$ cat src/rtl/rfsh_pkg.sv
package rfsh_pkg;
    localparam int CYC_W      = 11;
    localparam int LINE_W     = 9;
    localparam int POS_EARLY  = 534;
    localparam int POS_LATE   = 538;
    localparam int RFSH_LEN   = 40;
    localparam int SHORT_LINE = 240;
    localparam int LEFT_W     = $clog2(RFSH_LEN + 1);

    typedef enum logic { SEL_EARLY = 1'b0, SEL_LATE = 1'b1 } pos_sel_e;

    typedef struct packed {
        logic              busy;
        logic [LEFT_W-1:0] left;
    } win_state_t;

    function automatic logic [CYC_W-1:0] start_pos(pos_sel_e sel);
        return (sel == SEL_LATE) ? CYC_W'(POS_LATE) : CYC_W'(POS_EARLY);
    endfunction
endpackage

$ cat src/rtl/rfsh_phase.sv
module rfsh_phase
    import rfsh_pkg::*;
(
    input  logic     clk,
    input  logic     rst,
    input  logic     start_evt,
    input  logic     hold_line,
    output pos_sel_e sel
);
    pos_sel_e sel_q;

    always_ff @(posedge clk) begin
        if (rst) begin
            sel_q <= SEL_LATE;
        end else if (start_evt && !hold_line) begin
            sel_q <= (sel_q == SEL_LATE) ? SEL_EARLY : SEL_LATE;
        end
    end

    assign sel = sel_q;
endmodule

$ cat src/rtl/rfsh_window.sv
module rfsh_window
    import rfsh_pkg::*;
#(
    parameter int LEN = RFSH_LEN
) (
    input  logic clk,
    input  logic rst,
    input  logic hit,
    output logic win_start,
    output logic win_active
);
    localparam int LW = $clog2(LEN + 1);

    logic [LW-1:0] left_q;
    logic          idle;

    assign idle       = (left_q == '0);
    assign win_start  = hit && idle;
    assign win_active = win_start || !idle;

    always_ff @(posedge clk) begin
        if (rst) begin
            left_q <= '0;
        end else if (win_start) begin
            left_q <= LW'(LEN - 1);
        end else if (!idle) begin
            left_q <= left_q - LW'(1);
        end
    end
endmodule

$ cat src/rtl/rfsh_sched.sv
module rfsh_sched
    import rfsh_pkg::*;
#(
    parameter int CW    = CYC_W,
    parameter int LNW   = LINE_W,
    parameter int SHORT = SHORT_LINE,
    parameter int LEN   = RFSH_LEN
) (
    input  logic           clk,
    input  logic           rst,
    input  logic [CW-1:0]  line_cyc,
    input  logic [LNW-1:0] line_num,
    input  logic           field_odd,
    input  logic           interlace,
    output logic           rfsh_active,
    output logic           rfsh_start
);
    pos_sel_e      sel;
    logic [CW-1:0] start_val;
    logic          hit;
    logic          hold_line;

    assign start_val = CW'(start_pos(sel));
    assign hit       = (line_cyc == start_val);
    assign hold_line = !interlace && field_odd && (line_num == LNW'(SHORT));

    rfsh_phase u_phase (
        .clk       (clk),
        .rst       (rst),
        .start_evt (rfsh_start),
        .hold_line (hold_line),
        .sel       (sel)
    );

    rfsh_window #(.LEN(LEN)) u_window (
        .clk        (clk),
        .rst        (rst),
        .hit        (hit),
        .win_start  (rfsh_start),
        .win_active (rfsh_active)
    );
endmodule

$ cat config.mk
export PLATFORM = sky130hd
export DESIGN_NAME = rfsh_sched
export DESIGN_NICKNAME = d
export VERILOG_FILES = /design/src/rtl/rfsh_pkg.sv /design/src/rtl/rfsh_phase.sv /design/src/rtl/rfsh_window.sv /design/src/rtl/rfsh_sched.sv
export SDC_FILE = /design/constraint.sdc
export NUM_CORES = 1
export LEC_CHECK = 0
export BUFFER_PORTS_ARGS = -buffer_cell sky130_fd_sc_hd__buf_4
export CAP_MARGIN = 40
export CORE_MARGIN = 10
export CORE_UTILIZATION = 35
export DETAILED_ROUTE_END_ITERATION = 10
export PLACE_DENSITY = 0.72
export SLEW_MARGIN = 15
export SYNTH_ARGS = -nofsm -noshare
export SYNTH_HDL_FRONTEND = slang
export SYNTH_SLANG_ARGS = --single-unit
$ cat constraint.sdc
create_clock -name clk -period 1.9 [get_ports clk]
set_input_delay 0.38 -clock clk [delete_from_list [all_inputs] [get_ports clk]]
set_output_delay 0.38 -clock clk [all_outputs]
set_load 0.03 [all_outputs]
Yosys cells after proc, flatten, opt, wreduce, memory -nomap -nowiden
Cells that the tools add are included.

storage, ports and cells
  input port bits = 24
  latch bits = 0
  memories kept = 0
  logic and storage cells = 21
  ROM bits = 0
  output and inout port bits = 2
  bits in writable memories = 0
  flip-flop bits (word level) = 7

operators by class
  order comparisons = 0
  mux-type cells = 4
  add/subtract/negate cells = 1
  equality and inequality tests = 3
  div/mod/pow operators = 0
  shift operators = 0
  bitwise gates (word level) = 0
  multiply operators = 0
  reductions and logical operators = 10

operator list
  operator                                                count
  two-way mux 6 bit                                       2
  equality test 11 x 10 -> 1 bit                          1
  equality test 9 x 8 -> 1 bit (second input constant)    1
  zero test 6 bit                                         1
  subtractor 6 x 1 -> 6 bit (second input constant)       1
  logical AND 1 bit                                       4
  two-way mux 4 bit                                       1
  zero test 1 bit                                         3
  inequality test 2 x 1 -> 1 bit (second input constant)  1
  OR reduction 2 bit                                      1
  logical OR 1 bit                                        1
  two-way mux 1 bit                                       1

Longest topological paths before layout
  depth in word-level cells = 5
  depth in mapped cells = 5
  gate-level depth less buffers = 5

Hierarchy
From an unflattened synthesis, not the netlist that was laid out.

unflattened totals
  cells, all modules = 53
  area, all modules = 444.2 um^2

modules (own cells, without submodules)
  module       area each (um^2)  instances  sequential area each (um^2)  cells an instance
  rfsh_window  314.1             1          120.1                        36
  rfsh_sched   81.3              1          0.0                          12
  rfsh_phase   48.8              1          20.0                         5

Worst setup path before layout
No wires, ideal clock.

  path kind = register -> output
  start = reg u_window.left_q[1]
  end = out rfsh_start
  arrival = 1.488 ns
  required time = 1.520 ns
  setup slack = 0.032 ns
  path buffers = 0
  stages on the path, launching flop included = 5
  cells stage by stage = dfxtp_1 -> inv_1 -> ha_1 -> nand3b_2 -> nor3_1

on the way
  cells in the longest elaborated chain, start to end = 2

RTL lines
  element                 RTL line           RTL
  from (decl)             rfsh_window.sv:14  logic [LW-1:0] left_q;
  from (signal assigned)  rfsh_window.sv:25  left_q <= LW'(LEN - 1);
  from (signal assigned)  rfsh_window.sv:27  left_q <= left_q - LW'(1);
  zero test 6 bit         rfsh_window.sv:17  assign idle = (left_q == '0);
  logical AND 1 bit       rfsh_window.sv:18  assign win_start = hit && idle;
  to (decl)               rfsh_sched.sv:16   output logic rfsh_start

No other way between the ends.

Worst setup path after layout
  start = in line_cyc[7]
  end = out rfsh_active

on the way
  cells in the longest elaborated chain, start to end = 3

RTL lines
  element                         RTL line           RTL
  from (decl)                     rfsh_sched.sv:11   input logic [CW-1:0] line_cyc,
  equality test 11 x 10 -> 1 bit  rfsh_sched.sv:24   assign hit = (line_cyc == start_val);
  logical AND 1 bit               rfsh_window.sv:18
  logical OR 1 bit                rfsh_window.sv:19  assign win_active = win_start || !idle;
  to (decl)                       rfsh_sched.sv:15   output logic rfsh_active,

No other way between the ends.

==> flow_metrics.env <==
export IMPL_async_flop_share_pct=0
export IMPL_slew_viol_final=0
export IMPL_drc=0
export IMPL_cts_root_buf="clkbuf_4"
export IMPL_synth_warnings=0
export IMPL_core_sq_um=1170
export IMPL_diodes=0
export IMPL_finalHoldViolations=0
export IMPL_tightest_slew_ps=306
export IMPL_nets=106
export IMPL_max_freq_ghz=0.555
export IMPL_ir_worst_vdd_uv=1000
export IMPL_antenna_found_initial=0
export IMPL_slowest_delay_ps=250
export IMPL_dp_hpwl_microns=1060
export IMPL_yosysSeqAreaShare_pct=30.6
export IMPL_fillers=107
export IMPL_wl_per_cell_microns=14.2
export IMPL_cp_max_fo=3
export IMPL_die_area_sq_um=3160
export IMPL_antenna_violating_nets_post_route=0
export IMPL_outcome="finished, final reports clean"
export IMPL_p_per_area_nw_per_um2=1240
export IMPL_worstPathRequired_ps=1520
export IMPL_clk_latency_ps=250
export IMPL_synth_top_family_by_area="simple AND/OR/NAND/NOR gates"
export IMPL_ys_seq_elements=7
export IMPL_relSlewSlack_pct=79.6
export IMPL_synthSimpleGateAreaFrac_pct=44.5
export IMPL_via_per_inst=5.22
export IMPL_syn_area_per_cell_sq_um=9.16
export IMPL_cts_sinks=7
export IMPL_max_cap_viol_count=0
export IMPL_ys_top_cells_by_area="dfxtp_1, or4b_4, nand4b_1"
export IMPL_final_seq_area_sq_um=140
export IMPL_cts_buffer_depth=2
export IMPL_hold_buffers=0
export IMPL_finalNonFillerCells=94
export IMPL_io_buffers=25
export IMPL_rsz0062_at_grt="no"
export IMPL_p_comb_share_pct=57.2
export IMPL_arrival_ps=1420
export IMPL_num_rows=12
export IMPL_fin_skew_ps=3.84
export IMPL_synth_fa_ha_area_share_pct=2.73
export IMPL_pwr_share_clk_pct=14.9
export IMPL_die_x_microns=56.2
export IMPL_grt_overflow_total=0
export IMPL_yosysTopAreaCell="dfxtp_1"
export IMPL_critical_path_depth=6
export IMPL_synth_xor_area_share_pct=1.91
export IMPL_dp_cells=90
export IMPL_critPathKind="in2out"
export IMPL_yosysTopAreaCellShare_pct=30.6
export IMPL_num_vias=491
export IMPL_grt_max_degree=10
export IMPL_cp_start_kind="primary input"
export IMPL_ff2ff_path_depth=6
export IMPL_ys_types=28
export IMPL_tns_ps=0
export IMPL_sw_frac_of_total_pct=38.9
export IMPL_gp_congestion=0.761
export IMPL_dr_pass1_iters=3
export IMPL_die_height_microns=56.2
export IMPL_multi_input_area_sq_um=329
export IMPL_seqPwrFrac_pct=27.9
export IMPL_synth_nets=75
export IMPL_crit_slowest_cell="nor4b_4"
export IMPL_synth_compound_area_share_pct=14.5
export IMPL_p_int_uw=548
export IMPL_fin_area_sq_um=727
export IMPL_dp_slack_ps=89.8
export IMPL_power_total_uw=898
export IMPL_synth_area_sq_um=458
export IMPL_cp_cell_sequence="buf_4 > nor4b_4 > nand4b_1 > o21ba_4 > inv_1 > buf_4"
export IMPL_p_leak_nw=0.306
export IMPL_h_tree_depth=1
export IMPL_clk_pin_slew_ps=50
export IMPL_synth_mux_area_share_pct=2.19
export IMPL_cts_buffers=3
export IMPL_start_util_pct=39.1
export IMPL_wl_microns=1330
export IMPL_timing_final_ws_setup_ps=96.8
export IMPL_cts_tree="yes"
export IMPL_place_area_sq_um=673
export IMPL_grtUsageTotal_pct=8.33
export IMPL_path_common_cell="buf_4"
export IMPL_grt_pass1_wl_microns=2140
export IMPL_grt_pass1_vias=488
export IMPL_syn_to_final_growth_pct=58.7
export IMPL_hold_depth=2
export IMPL_cp_num_buf_inv=3
export IMPL_syn_inst=50
export IMPL_io_pins=26
export IMPL_yosys_most_used_dff="dfxtp_1"
export IMPL_synth_edf_count=0
export IMPL_setup_violations=0
export IMPL_hold_class="in2reg"
export IMPL_drt_iter0_markers=6
export IMPL_end_kind="output pin"
export IMPL_switchingPower_uw=350
export IMPL_finalCritPeriodShare_pct=94.9
export IMPL_drive_gt1_share_pct=53.8
export IMPL_crit_family="simple AND/OR/NAND/NOR gates"
export IMPL_period_minus_slack_ps=1800
final cells by class:
type / instances / share of cell area (%)
repair buffers: 27 / 27.9
clock buffers: 4 / 3.61
well taps: 14 / 2.41
inverters: 3 / 1.55
flip-flops and latches: 7 / 19.3
multi-input cells: 39 / 45.3
routing by layer:
metal / up-vias / track usage [%] / part of all wire, %
met3: 2 / 4.33 / 7.2
met2: 15 / 14.0 / 50
met4: 0 / 3.07 / 0.75
met1: 229 / 8.53 / 42
li1: 245 / - / -
met5: - / 0 / 0
cells in the final DEF (no fill, tap or decap):
master	netlist	layout
nor3_1	3	3
nor4_2	1	1
xor2_1	1	1
nand3_1	2	2
o22ai_1	1	1
o21ai_0	1	1
nand4b_1	2	2
nor3_2	1	1
nor3_4	1	1
inv_1	3	1
or3b_2	1	1
ha_4	0	1
a21o_1	1	1
o21ba_4	0	1
nand2b_1	1	1
dfxtp_1	7	7
nand2_1	3	3
nor3b_1	2	2
clkbuf_4	0	3
clkbuf_1	0	1
o21a_1	1	1
nor2_1	4	4
or4b_4	2	2
nor2b_1	2	2
mux2i_1	1	1
a21oi_1	3	3
nand3b_2	1	1
a221oi_2	1	1
inv_2	0	2
buf_4	0	27
nor4b_4	0	1
cell usage after synthesis (all sizes together), types with 2 or more instances:
cell,number
dfxtp,7
nor3,5
nor2,4
a21oi,3
inv,3
nand2,3
nand3,2
nand4b,2
nor2b,2
nor3b,2
or4b,2
worst reg2reg max path: stages (launching register included):
cell and delay, ps:
dfxtp_1 340, inv_2 90, ha_4 170, nand3b_2 130, buf_4 180, nor4_2 300, mux2i_1 210
flip-flops by register name, summed over array words and instances (netlist names):
register,cells
u_window.left_q,6
u_phase.sel,1
per-stage QoR:
| stage | util [%] | hold WS, ps |
|---|---|---|
| 2_1_floorplan | - | 473 |
| 3_3_place_gp | 57.5 | 490 |
| 3_5_place_dp | 57.5 | 496 |
| 4_1_cts | 59.9 | 357 |
| 5_1_grt | 62.1 | 358 |
| 6_report | 62.1 | 363 |
path summary, 6_finish.rpt:
path	from	endpoint	slack, ps
max reg2reg	u_window.left_q[0]	u_phase.sel	410
min reg2reg	u_window.left_q[4]	u_window.left_q[4]	500
min	rst	u_window.left_q[4]	360
max	line_cyc[7]	rfsh_active	100
cells by family (layout without fill, tap and decap cells):
| group | count (synthesis) | count (layout) |
|---|---|---|
| and+or+nand+nor | 27 | 27 |
| AOI/OAI and AO/OA | 9 | 9 |
| DFF | 7 | 7 |
| buffers and inverters | 4 | 34 |
| adders and majority gates | 1 | 1 |
| xor gates and xnor gates | 1 | 1 |
| muxes | 1 | 1 |
timing repair:
item / in CTS / in global routing
setup endpoints to repair: 1 / 2
gates resized for setup: 1 / 5
buffers inserted: 0 / 0
pin swaps: 0 / 2
power by group through the flow:
stage	sequential, mW	clock [mW]	combinational [mW]
floorplan	0.237	0	0.314
global placement	0.245	0	0.447
detailed placement	0.246	0	0.457
CTS	0.244	0.139	0.471
global route	0.257	0.149	0.570
finish	0.251	0.134	0.513
No activity file was read; power rests on OpenSTA's default activity.
